[src/rtl/dvfs_pkg.sv]
package dvfs_pkg;
  localparam int NPT  = 5;
  localparam int PT_W = $clog2(NPT);
  typedef logic [PT_W-1:0] opp_t;
  typedef enum logic [1:0] {ST_IDLE, ST_DROP, ST_WAIT, ST_SETTLE} seq_t;

  function automatic logic wl_ok(input logic [31:0] u, input logic [31:0] k);
    logic u_ok, k_ok;
    u_ok = (u == 32'd4) || (u == 32'd8) || (u == 32'd16) || (u == 32'd32);
    k_ok = (k == 32'd7) || (k == 32'd9);
    return u_ok && k_ok;
  endfunction

  function automatic opp_t wl_point(input logic [31:0] u, input logic [31:0] k);
    logic [1:0] ur;
    logic       kr;
    opp_t       p;
    kr = (k == 32'd9);
    case (u)
      32'd4:   ur = 2'd0;
      32'd8:   ur = 2'd1;
      32'd16:  ur = 2'd2;
      default: ur = 2'd3;
    endcase
    case ({ur, kr})
      3'b000, 3'b001, 3'b010: p = opp_t'(0);
      3'b011, 3'b100:         p = opp_t'(1);
      3'b101:                 p = opp_t'(2);
      3'b110:                 p = opp_t'(3);
      default:                p = opp_t'(4);
    endcase
    if (!wl_ok(u, k)) p = opp_t'(NPT - 1);
    return p;
  endfunction
endpackage

[src/rtl/dvfs_wl_decode.sv]
module dvfs_wl_decode
  import dvfs_pkg::*;
#(
  parameter int USER_W = 6,
  parameter int CLEN_W = 4
) (
  input  logic [USER_W-1:0] users,
  input  logic [CLEN_W-1:0] clen,
  output opp_t              point,
  output logic              bad
);
  logic [31:0] u32, k32;
  assign u32   = 32'(users);
  assign k32   = 32'(clen);
  assign point = wl_point(u32, k32);
  assign bad   = !wl_ok(u32, k32);
endmodule

[src/rtl/dvfs_req_hold.sv]
module dvfs_req_hold
  import dvfs_pkg::*;
(
  input  logic clk,
  input  logic rst_n,
  input  logic in_valid,
  input  opp_t in_point,
  input  logic in_bad,
  input  logic consume,
  output logic pend_vld,
  output opp_t pend_point,
  output logic err_sticky
);
  always_ff @(posedge clk) begin
    if (!rst_n) begin
      pend_vld   <= 1'b0;
      pend_point <= '0;
      err_sticky <= 1'b0;
    end else begin
      if (in_valid) begin
        pend_vld   <= 1'b1;
        pend_point <= in_point;
        if (in_bad) err_sticky <= 1'b1;
      end else if (consume) begin
        pend_vld <= 1'b0;
      end
    end
  end
endmodule

[src/rtl/dvfs_settle_tmr.sv]
module dvfs_settle_tmr #(
  parameter int SETTLE = 100
) (
  input  logic clk,
  input  logic rst_n,
  input  logic start,
  output logic done
);
  localparam int CNT_W = $clog2(SETTLE + 1);
  logic [CNT_W-1:0] cnt;
  logic             run;

  assign done = run && (cnt == '0);

  always_ff @(posedge clk) begin
    if (!rst_n) begin
      run <= 1'b0;
      cnt <= '0;
    end else if (start) begin
      run <= 1'b1;
      cnt <= CNT_W'(SETTLE - 1);
    end else if (run) begin
      if (cnt == '0) run <= 1'b0;
      else           cnt <= cnt - 1'b1;
    end
  end
endmodule

[src/rtl/dvfs_op_ctrl.sv]
module dvfs_op_ctrl
  import dvfs_pkg::*;
#(
  parameter int USER_W = 6,
  parameter int CLEN_W = 4,
  parameter int SETTLE = 100
) (
  input  logic              clk,
  input  logic              rst_n,
  input  logic              wl_valid,
  input  logic [USER_W-1:0] wl_users,
  input  logic [CLEN_W-1:0] wl_clen,
  input  logic              vreg_ack,
  output logic              vreg_req,
  output logic [2:0]        vreg_code,
  output logic [2:0]        clk_sel,
  output logic [2:0]        op_point,
  output logic              busy,
  output logic              wl_error
);
  generate
    if (SETTLE < 100 || SETTLE > 1000) begin : g_settle_range
      $error("dvfs_op_ctrl: SETTLE must lie in 100..1000");
    end
  endgenerate

  opp_t dec_point, pend_point, cur_q, tgt_q, clk_q, volt_q;
  logic dec_bad, pend_vld;
  seq_t state;

  // named events, also observed by the bound checker
  logic take_req, start_move, going_down, ack_taken, settle_done;

  assign take_req   = (state == ST_IDLE) && pend_vld;
  assign start_move = take_req && (pend_point != cur_q);
  assign going_down = pend_point < cur_q;
  assign ack_taken  = (state == ST_WAIT) && vreg_ack;

  dvfs_wl_decode #(.USER_W(USER_W), .CLEN_W(CLEN_W)) u_dec (
    .users(wl_users), .clen(wl_clen), .point(dec_point), .bad(dec_bad)
  );

  dvfs_req_hold u_hold (
    .clk(clk), .rst_n(rst_n), .in_valid(wl_valid), .in_point(dec_point),
    .in_bad(dec_bad), .consume(take_req), .pend_vld(pend_vld),
    .pend_point(pend_point), .err_sticky(wl_error)
  );

  dvfs_settle_tmr #(.SETTLE(SETTLE)) u_tmr (
    .clk(clk), .rst_n(rst_n), .start(ack_taken), .done(settle_done)
  );

  always_ff @(posedge clk) begin
    if (!rst_n) begin
      state  <= ST_IDLE;
      cur_q  <= '0;
      tgt_q  <= '0;
      clk_q  <= '0;
      volt_q <= '0;
    end else begin
      unique case (state)
        ST_IDLE: begin
          if (start_move) begin
            tgt_q <= pend_point;
            if (going_down) begin
              clk_q <= pend_point;
              state <= ST_DROP;
            end else begin
              volt_q <= pend_point;
              state  <= ST_WAIT;
            end
          end
        end
        ST_DROP: begin
          volt_q <= tgt_q;
          state  <= ST_WAIT;
        end
        ST_WAIT: begin
          if (vreg_ack) state <= ST_SETTLE;
        end
        ST_SETTLE: begin
          if (settle_done) begin
            clk_q <= tgt_q;
            cur_q <= tgt_q;
            state <= ST_IDLE;
          end
        end
        default: state <= ST_IDLE;
      endcase
    end
  end

  assign vreg_req  = (state == ST_WAIT);
  assign busy      = (state != ST_IDLE);
  assign vreg_code = 3'(volt_q);
  assign clk_sel   = 3'(clk_q);
  assign op_point  = 3'(cur_q);
endmodule

[config.mk]
export PLATFORM = sky130hd
export DESIGN_NAME = dvfs_op_ctrl
export DESIGN_NICKNAME = d
export VERILOG_FILES = /design/src/rtl/dvfs_pkg.sv /design/src/rtl/dvfs_wl_decode.sv /design/src/rtl/dvfs_req_hold.sv /design/src/rtl/dvfs_settle_tmr.sv /design/src/rtl/dvfs_op_ctrl.sv
export SDC_FILE = /design/constraint.sdc
export NUM_CORES = 1
export LEC_CHECK = 0
export ABC_AREA = 1
export ABC_CLOCK_PERIOD_IN_PS = 1300
export BUFFER_PORTS_ARGS = -buffer_cell sky130_fd_sc_hd__buf_4
export CAP_MARGIN = 40
export CORE_ASPECT_RATIO = 1.75
export CORE_UTILIZATION = 50
export CTS_BUF_LIST = sky130_fd_sc_hd__clkbuf_4 sky130_fd_sc_hd__clkbuf_8 sky130_fd_sc_hd__clkbuf_16
export DETAILED_ROUTE_END_ITERATION = 12
export PLACE_DENSITY_LB_ADDON = 0.2
export SLEW_MARGIN = 20
export SYNTH_ARGS = -nofsm -noshare
export SYNTH_HDL_FRONTEND = slang
export SYNTH_SLANG_ARGS = --single-unit
export TNS_END_PERCENT = 10
[constraint.sdc]
create_clock -name clk -period 1.3 [get_ports clk]
set_input_delay 0.13 -clock clk [delete_from_list [all_inputs] [get_ports clk]]
set_output_delay 0.13 -clock clk [all_outputs]
set_load 0.01 [all_outputs]
==> flow_summary.json <==
{
  "worstPathArrival_ps": 1630,
  "io_pins": 26,
  "critPathMaxFanout": 6,
  "synth_area_leaders": "dfxtp_1, nand2_1, nor2_1",
  "hold_class": "in -> reg",
  "layout-drive-gt1-share_pct": 36.3,
  "yosys.area.top_type_share_pct": 34.0,
  "criticalPathCategory": "reg -> reg",
  "htree_levels": 1,
  "p_seq_share_pct": 31.5,
  "p_comb_share_pct": 53.8,
  "violations": "negative setup slack",
  "ys_seq_area_share_pct": 34.0,
  "synth_edf_count": 0,
  "ant_nets": 0,
  "gr-total-overflow": 0,
  "die_w_um": 44.7,
  "async_flop_share_pct": 0,
  "p_switching_uw": 1380,
  "n_antenna_cell": 0,
  "via_per_inst": 5.06,
  "hold_violations": 0,
  "vias": 1634,
  "power_uw": 3360,
  "setup-violations-final": 13,
  "finalWirelength_mm": 3.86,
  "outcome": "complete, but fails checks",
  "fmax_mhz": 686,
  "cp-start-kind": "flip-flop",
  "min_period_ps": 1460,
  "clk_path_buf_depth": 2,
  "yosys.area.top_type": "dfxtp_1",
  "initial_core_util_pct": 53.8,
  "p_int_uw": 1980,
  "ys_ff_latch": 27,
  "p_leak_uw": 0.00106,
  "nets": 305,
  "grt_pass1_wl_mm": 6.48,
  "drtIter0Drc": 16,
  "port_buffers": 25,
  "ys_warn_count": 0,
  "wl_per_cell_um": 12.0,
  "cts_tree": "done",
  "p_per_area_nw_per_um2": 1490,
  "crit_required_ps": 1470,
  "swShare_pct": 41.1,
  "routabilityCongestion": 0.795,
  "track_usage_pct": 25.3,
  "dieArea_um2": 3420,
  "clock_latency_ps": 270,
  "first_pass_iters": 4,
  "die_h_um": 76.6,
  "grt_pass1_vias": 1549,
  "rows": 26,
  "cp-end-kind": "flip-flop",
  "synth_cells": 233,
  "grt_start_max_net_pins": 17,
  "rsz0062_at_grt": "yes",
  "slew_headroom_pct": 67.1,
  "core_um2": 2960,
  "fin_worst_skew_ps": 2.74,
  "ys.flop_type": "dfxtp_1",
  "netlist_area_um2": 1590,
  "power_frac_clock_pct": 14.7,
  "cap_violations": 0,
  "clkSlewWorstSetupHoldPaths_ps": 100,
  "whs_ps": 132,
  "cts-root-buf": "clkbuf_8",
  "area_growth_pct": 41.5,
  "setup_ws_ps": -157,
  "slew_viol_final": 0,
  "synthesis.nets": 256,
  "synth.avg_cell_area_um2": 6.83,
  "hold_buffers": 0,
  "drc_errors": 0,
  "worst_slew_pin_slew_ps": 492,
  "peakVddDrop_v": 0.000932,
  "dp_hpwl_mm": 2.82,
  "synth_cell_types": 28,
  "antenna_found_initial": 0,
  "cts_num_sinks": 27,
  "cts_buffers": 3,
  "min_period_over_period_pct": 112
}
[critical path, stage by stage, from the launching register on]
cell and delay, ps:
dfxtp_2 340, inv_2 50, ha_4 300, nand3_2 120, nand2_4 130, inv_4 50, nand3_2 90, nand2_4 90
o21ai_2 140, a21oi_2 50
[cells by family (layout without fill, tap and decap cells)]
family          after synthesis  after routing  synth area share [%]
simple gates                118            118                  35.0
compound gates               41             41                  14.3
buf+inv                      36             84                  8.57
flops                        27             27                  34.0
fa+ha+maj                     9              9                  7.08
xor+xnor                      2              2                  1.10
[repair_timing]
item | in CTS | in global routing
pin swaps | 9 | 9
gates resized for setup | 21 | 21
setup endpoints to repair | 20 | 22
buffers inserted | 1 | 0
[power groups by stage]
stage,logic [uW],clock network [uW],registers (uW)
2_1_floorplan,1050,0,1050
3_3_place_gp,1560,0,1040
3_5_place_dp,1590,0,1050
4_1_cts,1720,505,1030
5_1_grt,1990,552,1070
6_report,1810,494,1060
[per-layer routing]
metal | share of wire (%) | GRT usage [%] | wire, um
met4 | 2.5 | 12.1 | 97
met3 | 3.1 | 3.08 | 120
met2 | 57 | 47.4 | 2190
met5 | 0 | 0 | 0
met1 | 38 | 25.6 | 1450
[final timing paths]
path                                                startpoint                             end  slack [ps]  cells past startpoint
worst max-delay path                  op_point[2]$_SDFFE_PN0P_       vreg_code[0]$_SDFFE_PN0P_        -160                      9
worst min-delay path                                  vreg_ack            u_tmr.run$_SDFF_PN0_         130                      3
worst max register to register        op_point[2]$_SDFFE_PN0P_       vreg_code[0]$_SDFFE_PN0P_        -160                      9
worst min register to register  u_hold.err_sticky$_SDFFE_PN0P_  u_hold.err_sticky$_SDFFE_PN0P_         460                      2
[cell usage after synthesis (2+ instances only)]
cell and instances:
nand2_1 52, nor2_1 32, inv_1 29, dfxtp_1 27
a21oi_1 22, nand3_1 19, ha_1 9, o21ai_0 7
o21ai_1 6, nand4_1 5, inv_2 4, a211oi_1 2
clkbuf_1 2, nand2_2 2, nor2_8 2
[registers in the layout, summed over array words and instances, names as in the netlist]
register           count
clk_sel                3
op_point               3
state                  2
tgt_q                  3
u_hold.err_sticky      1
u_hold.pend_point      3
u_hold.pend_vld        1
u_tmr.cnt              7
u_tmr.run              1
vreg_code              3
[layout make-up]
cell class,count,area [um2]
Tap cell,42,52.6
Clock buffer,3,41.3
Clock inverter,1,7.51
Timing Repair Buffer,47,382
Inverter,33,131
Sequential cell,27,553
Multi-Input combinational cell,170,1080
Fill cell,234,708
[cell usage in the layout, fill, tap and decap left out, types with 4 or more instances in the layout]
cell type  netlist  routed
nand2_1         52      48
buf_4            0      44
nor2_1          32      32
inv_1           29      22
a21oi_1         22      19
dfxtp_1         27      19
nand3_1         19      16
inv_2            4       8
dfxtp_2          0       7
nand2_4          1       5
nand4_1          5       5
ha_4             0       5
nand3_2          1       4
o21ai_0          7       4
o21ai_1          6       4
ha_1             9       4
[through the flow]
step	cells	setup slack, ps	setup TNS (ps)	utilization, %	area, um2
finish	323	-157	-1080	76.1	2250
global route	323	-202	-2180	76.1	2250
detailed placement	318	-152	-1020	69.2	2050
global placement	318	-90.9	-529	69.2	2050
floorplan	233	-23.7	-104	-	1640
CTS	323	-104	-984	73.8	2180
(Power assumes the default switching activity.)
